`src/rtl/pt_walker.sv`:
```
module pt_walker (
  input  logic        clk,
  input  logic        rst,
  input  logic        req_valid,
  output logic        req_ready,
  input  logic [31:0] req_lin_addr,
  input  logic [31:0] req_dir_base,
  output logic        mem_req_valid,
  input  logic        mem_req_ready,
  output logic [31:0] mem_req_addr,
  input  logic        mem_rsp_valid,
  input  logic [31:0] mem_rsp_data,
  output logic        res_done,
  output logic [31:0] res_phys_addr,
  output logic        res_fault,
  output logic [1:0]  res_fault_code
);
  localparam int OFF_W   = 12;
  localparam int IDX_W   = 10;
  localparam int ADDR_W  = 2 * IDX_W + OFF_W;
  localparam int FRAME_W = ADDR_W - OFF_W;
  localparam int PRESENT = 0;

  typedef enum logic [2:0] {
    S_IDLE, S_FETCH_DIR, S_WAIT_DIR, S_FETCH_TBL, S_WAIT_TBL, S_DONE
  } st_t;

  st_t                st;
  logic [ADDR_W-1:0]  lin_q;
  logic [FRAME_W-1:0] base_q;
  logic [FRAME_W-1:0] tbl_q;
  logic [ADDR_W-1:0]  res_q;
  logic [1:0]         code_q;

  always_ff @(posedge clk) begin
    if (rst) begin
      st     <= S_IDLE;
      lin_q  <= '0;
      base_q <= '0;
      tbl_q  <= '0;
      res_q  <= '0;
      code_q <= '0;
    end else begin
      case (st)
        S_IDLE: if (req_valid) begin
          lin_q  <= req_lin_addr;
          base_q <= req_dir_base[ADDR_W-1:OFF_W];
          code_q <= '0;
          res_q  <= '0;
          st     <= S_FETCH_DIR;
        end
        S_FETCH_DIR: if (mem_req_ready) st <= S_WAIT_DIR;
        S_WAIT_DIR: if (mem_rsp_valid) begin
          tbl_q <= mem_rsp_data[ADDR_W-1:OFF_W];
          if (!mem_rsp_data[PRESENT]) begin
            code_q <= 2'd1;
            res_q  <= '0;
            st     <= S_DONE;
          end else begin
            st <= S_FETCH_TBL;
          end
        end
        S_FETCH_TBL: if (mem_req_ready) st <= S_WAIT_TBL;
        S_WAIT_TBL: if (mem_rsp_valid) begin
          if (!mem_rsp_data[PRESENT]) begin
            code_q <= 2'd2;
            res_q  <= '0;
          end else begin
            code_q <= 2'd0;
            res_q  <= {mem_rsp_data[ADDR_W-1:OFF_W], lin_q[OFF_W-1:0]};
          end
          st <= S_DONE;
        end
        S_DONE:  st <= S_IDLE;
        default: st <= S_IDLE;
      endcase
    end
  end

  assign req_ready      = (st == S_IDLE);
  assign mem_req_valid  = (st == S_FETCH_DIR) || (st == S_FETCH_TBL);
  assign mem_req_addr   = (st == S_FETCH_TBL)
                        ? {tbl_q,  lin_q[OFF_W+IDX_W-1:OFF_W], 2'b00}
                        : {base_q, lin_q[ADDR_W-1:OFF_W+IDX_W], 2'b00};
  assign res_done       = (st == S_DONE);
  assign res_phys_addr  = res_q;
  assign res_fault      = (code_q != 2'd0);
  assign res_fault_code = code_q;


  r4_hold_chk: assert property (@(posedge clk) disable iff (rst)
    mem_req_valid && !mem_req_ready |=> mem_req_valid && $stable(mem_req_addr));


  r9_pulse_chk: assert property (@(posedge clk) disable iff (rst)
    res_done |=> !res_done && req_ready);


  r2_busy_chk: assert property (@(posedge clk) disable iff (rst)
    req_valid && !req_ready |=> $stable(lin_q));


  r7_no_tbl_chk: assert property (@(posedge clk) disable iff (rst)
    res_done && res_fault_code == 2'd1 |-> $past(st) == S_WAIT_DIR);


  r6_offset_chk: assert property (@(posedge clk) disable iff (rst)
    res_done && !res_fault |-> res_phys_addr[OFF_W-1:0] == lin_q[OFF_W-1:0]);


  r8_code_chk: assert property (@(posedge clk) disable iff (rst)
    res_done |-> (res_fault == (res_fault_code != 2'd0)) && res_fault_code != 2'd3);
endmodule

```
`config.mk`:
```
export PLATFORM = sky130hd
export DESIGN_NAME = pt_walker
export DESIGN_NICKNAME = d
export VERILOG_FILES = /design/src/rtl/pt_walker.sv
export SDC_FILE = /design/constraint.sdc
export NUM_CORES = 1
export LEC_CHECK = 0
export CORE_ASPECT_RATIO = 1.75
export CORE_MARGIN = 5
export CORE_UTILIZATION = 48
export DETAILED_ROUTE_END_ITERATION = 8
export PLACE_DENSITY = 0.86
export SYNTH_ARGS = -nofsm -noshare
export SYNTH_HDL_FRONTEND = slang
export SYNTH_SLANG_ARGS = --single-unit
```
`constraint.sdc`:
```
create_clock -name clk -period 4.67 [get_ports clk]
set_clock_uncertainty 0.15 [all_clocks]
set_input_delay 0.934 -clock clk [delete_from_list [all_inputs] [get_ports clk]]
set_output_delay 0.934 -clock clk [all_outputs]
set_load 0.05 [all_outputs]
```
### After elaboration in Yosys (flattened, before gate mapping)

Cells that the tools add are included.
W data, S select, Z words.

| word-level totals | value |
|---|---|
| bits in registers | 109 |
| input port bits | 101 |
| output and inout port bits | 70 |
| word-level logic and storage cells | 45 |

| cells by class | value |
|---|---|
| equal/unequal tests | 11 |
| muxes and demuxes | 20 |
| reduce and logical (&&, ||, !) cells | 8 |

Operators with widths:

| kind | count |
|---|---|
| $mux W32 | 6 |
| $pmux W32 S3 | 1 |
| $mux W3 | 6 |
| $pmux W3 S5 | 1 |
| $ne A2 B2 Y1 const B | 6 |
| $mux W2 | 5 |
| $reduce_and A5 Y1 | 2 |
| $eq A3 B2 Y1 const B | 2 |
| $eq A3 B3 Y1 const B | 2 |
| $pmux W2 S3 | 1 |
| $reduce_and A2 Y1 | 2 |
| $eq A3 B1 Y1 const B | 1 |
| $logic_not A3 Y1 | 1 |
| $reduce_bool A3 Y1 | 1 |
| $reduce_bool A2 Y1 | 1 |
| $logic_or A1 B1 Y1 | 1 |

### Depth between registers and ports, before layout

Gate-level depths: netlist of run 1.

| depth | value |
|---|---|
| depth after elaboration | 3 |
| depth in mapped cells | 6 |
| gate-level depth less buffers | 3 |

### Least setup slack after synthesis of run 1

OpenSTA, ideal clock, no wires.

| timing | value |
|---|---|
| kind | reg-to-output |
| start point | register st[2] |
| end point | output port mem_req_addr[10] |
| arrival | 1760 ps |
| data required time | 3586 ps |
| path slack | 1826 ps |
| stages on the path, launching flop included | 6 |
| buffers on the path | 2 |
| path through | dfxtp_1 buf_2 and2b_1 nand2_1 buf_2 mux2_2 |

| on the way | value |
|---|---|
| word-level cells in the longest chain between the ends | 2 |

Ends and longest elaborated chain:

| item | RTL line | RTL |
|---|---|---|
| start: declaration | 28 | `st_t st;` |
| start signal: assignment | 37 | `st <= S_IDLE;` |
| start signal: assignment | 50 | `st <= S_FETCH_DIR;` |
| start signal: assignment | 52 | `S_FETCH_DIR: if (mem_req_ready) st <= S_WAIT_DIR;` |
| $eq A3 B2 Y1 | 82 | `assign mem_req_addr = (st == S_FETCH_TBL)` |
| $mux W32 | 83 | `? {tbl_q, lin_q[OFF_W+IDX_W-1:OFF_W], 2'b00}` |
| end: declaration | 10 | `output logic [31:0] mem_req_addr,` |

No other way between the ends.

### Worst setup path in the final report of run 1

| timing | value |
|---|---|
| start point | register st[2] |
| end point | output port mem_req_addr[21] |

The elaborated chain is that of the path after synthesis.

==> impl_metrics.yaml, run 1 <==
run_status:
  outcome: "completed"
critical_path:
  worstPathRequired_ps: 3590
  max_stage_delay_ps: 720
  r2r_start: "st[0]"
  slowest_stage: "clkdlybuf4s50_1"
  reg2regPathDepth: 4
  critical_path_class: "reg2out"
  startpoint_type: "flip-flop"
  path_cells: "and2b_1, nand2_1, buf_4, mux2_2, clkdlybuf4s50_1"
  reg2reg_to: "res_phys_addr[16]"
  reg2reg_slack_ps: 2080
  crit_family: "buffers and inverters"
  crit_path_end_kind: "output pin"
  worstPathMaxFanout: 30
  arrival_ps: 2770
  path_buf_inv: 2
clock_tree:
  path_clk_slew_ps: 70
  cts_made_buffers: 9
  cts_tree: "yes"
  cts_setup_buffers: 0
  clock_latency_ps: 330
  clock_tree.buffer_depth: 2
  root_buffer: "clkbuf_16"
  hold_buffers: 0
  cts_sinks: 109
  cts_resized: 0
  htreeDepth: 3
final_layout:
  fin_nets: 751
  antenna_cells: 0
  final-seq-area_sq_um: 2182
  multi_input_area_sq_um: 2133
  areaGrowthSynthToFinish_pct: 37.15
  layout.cells.non_filler: 776
  final_area_sq_um: 6287
  drive_gt1_share_pct: 9.939
  nFillCells: 776
timing:
  max_freq_ghz: 0.2594
  finalMaxSlewViolations: 0
  grt_setup_unrepaired: "no"
  final_hold_viol_count: 0
  slew_headroom_pct: 30.01
  setup_violations: 0
  fin_ws_ps: 814.3
  fin_tns_setup_ps: 0
  finalCriticalPeriod_ps: 3856
  fin_crit_sh_pct: 82.56
  worst_pin_slew_ps: 1043
detailed_routing:
  post_drt_wl_per_cell_um: 16.24
  drc: 0
  ant_nets: 0
  wl_um: 12600
  vias_per_cell: 5.255
  drtPass1Iterations: 6
  vias: 4078
  drt-initial-drc-count: 136
hold_path:
  hp-start: "lin_q[28]"
  min_to: "lin_q[28]"
  hp-class: "reg2reg"
  holdPathStages: 2
placed_design:
  place_inst: 761
  port_buffers: 145
  pre_cts_ws_ps: 1181
  gp_congestion: 0.7436
  place_hpwl_um: 8708
  placed_cell_area_sq_um: 5987
global_route:
  grt-ovfl-total: 0
  grt_pass1_wl_um: 20560
  first_global_vias: 4288
  grtUsageTotal_pct: 21.59
  antenna_found_initial: 0
  grt_max_degree: 76
floorplan:
  pin_count: 171
  fp.coreArea_sq_um: 9409
  dieArea_sq_um: 11680
  num_rows: 47
  die_y_um: 139.3
  fp.dieW_um: 83.88
  start_util_pct: 48.72
synth:
  synthDistinctLibCells: 31
  yosysTopAreaCell: "dfxtp_1"
  ys_ff_latch: 109
  synth_edf_count: 0
  synth.area.top_cells: "dfxtp_1 48%, nand2_1 15%, a21oi_1 8.0%"
  synth_cells: 531
  ys.flop_type: "dfxtp_1"
  avgSynthCellArea_sq_um: 8.634
  synth.most_common_cell: "nand2_1"
  yosysTopAreaCellShare_pct: 47.60
  async_reset_ff_share_pct: 0
  synthTopCellsByCount: "180 x nand2_1, 109 x dfxtp_1, 73 x a21oi_1, 33 x mux2i_1, 32 x nand3_1"
  seq_area_frac_synth_pct: 47.60
  ys_warn_count: 0
  synth_area_sq_um: 4584
power_and_ir_drop:
  p_comb_share_pct: 17.7
  powerDensity_nw_per_um2: 339.0
  power.internal_mw: 1.568
  finalPower_mw: 2.132
  pwr-share-seq_pct: 46.5
  sw_frac_of_total_pct: 26.46
  ir_drop_mv: 0.2385
  clkPwrFrac_pct: 35.8
  leakagePower_nw: 2.379
  p_sw_mw: 0.5640
flow_run:
  max_cap_viol_count: 0
## metal layers
layer  global-route usage [%]  vias to the layer above  wire, um
met1                    22.68                     1935      4693
met5                        0                        -         0
li1                         -                     1992         -
met3                    4.258                       25       620
met4                    10.59                        0       352
met2                    40.20                      126      6937
## layout by cell type (no fill, tap or decap), types with 2 or more instances in the layout
master	synthesis	layout
clkinv_2	0	2
dfxtp_1	109	109
nor2_1	4	4
conb_1	1	2
a21oi_1	73	73
inv_1	3	3
mux2i_1	33	33
buf_4	3	5
mux2_2	31	31
nand3_1	32	32
or2_2	4	4
clkbuf_8	0	2
clkbuf_16	0	9
nand2_1	180	180
clkdlybuf4s50_1	0	144
## power groups by stage
| stage | combinational, mW | clock, mW | sequential (mW) |
|---|---|---|---|
| floorplan | 0.253 | 0 | 1.00 |
| global placement | 0.371 | 0 | 1.01 |
| detailed placement | 0.378 | 0 | 1.01 |
| CTS | 0.379 | 0.777 | 0.991 |
| global route | 0.402 | 0.816 | 0.995 |
| finish | 0.377 | 0.763 | 0.991 |
## logic make-up after synthesis
| kind of cell | Yosys count | synth area share (%) |
|---|---|---|
| simple gates | 230 | 21.97 |
| buf+inv | 48 | 6.141 |
| flops | 109 | 47.60 |
| compound gates | 79 | 9.389 |
| other cells | 1 | 0.08180 |
| mux | 64 | 14.82 |
## sequential cells by signal (all words and copies together) (netlist names)
name            count
res_fault_code      2
res_phys_addr      32
lin_q              32
st                  3
base_q             20
tbl_q              20
## area by class of cell
cell class                 instances  share of cell area [%]
clock buffer                      11                   4.020
multi-input combinational        375                   33.93
inverter                           4                  0.2388
timing repair buffer             151                   23.92
sequential                       109                   34.71
tap                              122                   2.428
clock inverter                     4                  0.7562
## worst max path at each step
stage,cells past startpoint,endpoint,startpoint
after floorplan,5,mem_req_addr[10],st[2]
final,5,mem_req_addr[21],st[2]
after CTS,5,mem_req_addr[21],st[2]
after global placement,5,mem_req_addr[21],st[2]
after detailed placement,5,mem_req_addr[21],st[2]
after global routing,5,mem_req_addr[21],st[2]
## metrics by stage
step	hold WS [ps]	utilization (%)
3_5_place_dp	296.6	63.63
5_1_grt	320.5	66.82
4_1_cts	306.4	66.82
6_report	306.5	66.82
2_1_floorplan	282.9	-
3_3_place_gp	288.4	63.63
## worst reg2reg max path: cells and delay by family, from the launching register on
family,cells,cell delay (ps)
AO/OA/AOI/OAI,1,780
flip-flops,1,650
AND/OR/NAND/NOR,1,420
buffers and inverters,1,300
multiplexers,1,220
Power figures use the tool's default switching activity.
==> inputs of run 2 (changes only) <==
Settings changed: CORE_UTILIZATION 48 to 40, PLACE_DENSITY 0.86 to 0.76.
Clock period 4.67 ns to 3.4 ns, I/O delays scaled along.
==> run 2 against run 1 <==
  * Critical path depth did not move
  * Highest routed layer unchanged
  * First-iteration DRC count is 12% higher
  * Total power up 36%
  * Sequential share of layout area up 0.29 points
==> impl_metrics.yaml, run 2 (synthesis gave the netlist of run 1 again) <==
run_status:
  outcome: "completed"
timing:
  setup_violations: 0
  fin_tns_setup_ps: 0
  fin_crit_sh_pct: 91.46
  finalCriticalPeriod_ps: 3110
  slew_headroom_pct: 57.95
  final_hold_viol_count: 0
  max_freq_ghz: 0.3216
  worst_pin_slew_ps: 626.9
  grt_setup_unrepaired: "no"
  finalMaxSlewViolations: 0
  fin_ws_ps: 290.3
floorplan:
  start_util_pct: 41.05
  dieArea_sq_um: 13790
  pin_count: 171
  fp.coreArea_sq_um: 11170
  die_y_um: 151.6
  num_rows: 51
  fp.dieW_um: 90.93
power_and_ir_drop:
  powerDensity_nw_per_um2: 464.7
  leakagePower_nw: 2.437
  ir_drop_mv: 0.3713
  finalPower_mw: 2.898
clock_tree:
  clock_latency_ps: 340
  clock_tree.buffer_depth: 2
  cts_tree: "yes"
  path_clk_slew_ps: 70
  hold_buffers: 0
  cts_setup_buffers: 0
  htreeDepth: 3
  cts_resized: 0
  cts_sinks: 109
  root_buffer: "clkbuf_16"
  cts_made_buffers: 9
detailed_routing:
  drtPass1Iterations: 5
  post_drt_wl_per_cell_um: 16.45
  wl_um: 13030
  drc: 0
  vias: 4110
  ant_nets: 0
  drt-initial-drc-count: 152
  vias_per_cell: 5.189
placed_design:
  placed_cell_area_sq_um: 5949
  gp_congestion: 0.8213
  port_buffers: 145
  place_hpwl_um: 9131
  pre_cts_ws_ps: 554.4
critical_path:
  startpoint: "st[2]"
  arrival_ps: 2280
  startpoint_type: "flip-flop"
  critical_path_class: "reg2out"
  worstPathMaxFanout: 30
  crit_path_end_kind: "output pin"
  worstPathRequired_ps: 2570
  r2r_start: "st[0]"
final_layout:
  layout_commonest_cell: "nand2_1"
  final_area_sq_um: 6236
  fin_nets: 756
  final_cell_mix: "180 x nand2_1, 114 x clkdlybuf4s50_1, 109 x dfxtp_1"
  areaGrowthSynthToFinish_pct: 36.03
  drive_gt1_share_pct: 14.70
  antenna_cells: 0
  fin_util_pct: 55.84
global_route:
  grtUsageTotal_pct: 18.67
  antenna_found_initial: 0
  grt_pass1_wl_um: 20840
  first_global_vias: 4294
  grt-ovfl-total: 0
  grt_max_degree: 56
hold_path:
  hp-start: "base_q[4]"
  hp-class: "reg2reg"
flow_run:
  max_cap_viol_count: 0
==> run 2: routing by layer <==
layer | GRT usage, % | share of wire, % | vias up
li1 | - | - | 2004
met2 | 33.85 | 53 | 129
met3 | 5.138 | 5.9 | 24
met4 | 7.269 | 2.3 | 0
met5 | 0 | 0 | -
met1 | 20.48 | 39 | 1953
==> run 2: per-stage QoR <==
step / hold slack, ps / std cells
after floorplan: 282.9 / 532
after global placement: 289.1 / 776
after detailed placement: 294.4 / 776
after CTS: 304.1 / 792
after global routing: 321.2 / 792
final: 303.4 / 792
==> run 2: worst max-delay path: stages, from the launching register on <==
cell and delay, ps:
dfxtp_1 580, and2b_1 270, nand2_1 70, buf_4 380, mux2_2 410, buf_4 190
==> run 2: cell type report <==
class | instances | area, sq um
Tap cell | 132 | 165.2
Sequential cell | 109 | 2182
Inverter | 4 | 15.01
Timing Repair Buffer | 156 | 1454
Multi-Input combinational cell | 375 | 2133
Clock buffer | 13 | 240.2
Clock inverter | 3 | 46.29
Fill cell | 1015 | 4931
==> run 2: final timing paths <==
| kind | to | slack [ps] | cells past startpoint |
|---|---|---|---|
| hold / removal | base_q[4] | 300 | 2 |
| setup reg to reg | res_phys_addr[17] | 1060 | 5 |
| setup / recovery | mem_req_addr[20] | 290 | 5 |
| hold reg to reg | base_q[4] | 300 | 2 |
==> run 2: report_power, final <==
part	switching [mW]	total, mW	internal (mW)	leakage, nW
combinational	0.301	0.513	0.212	1.42
clock	0.450	1.02	0.574	0.134
sequential	0.0325	1.36	1.33	0.887
==> inputs of run 3 (changes only) <==
Settings changed: CTS_CLUSTER_SIZE from default to 16.
==> results of run 3 <==
The final DEF is identical to that of run 2; final timing and power are the same.
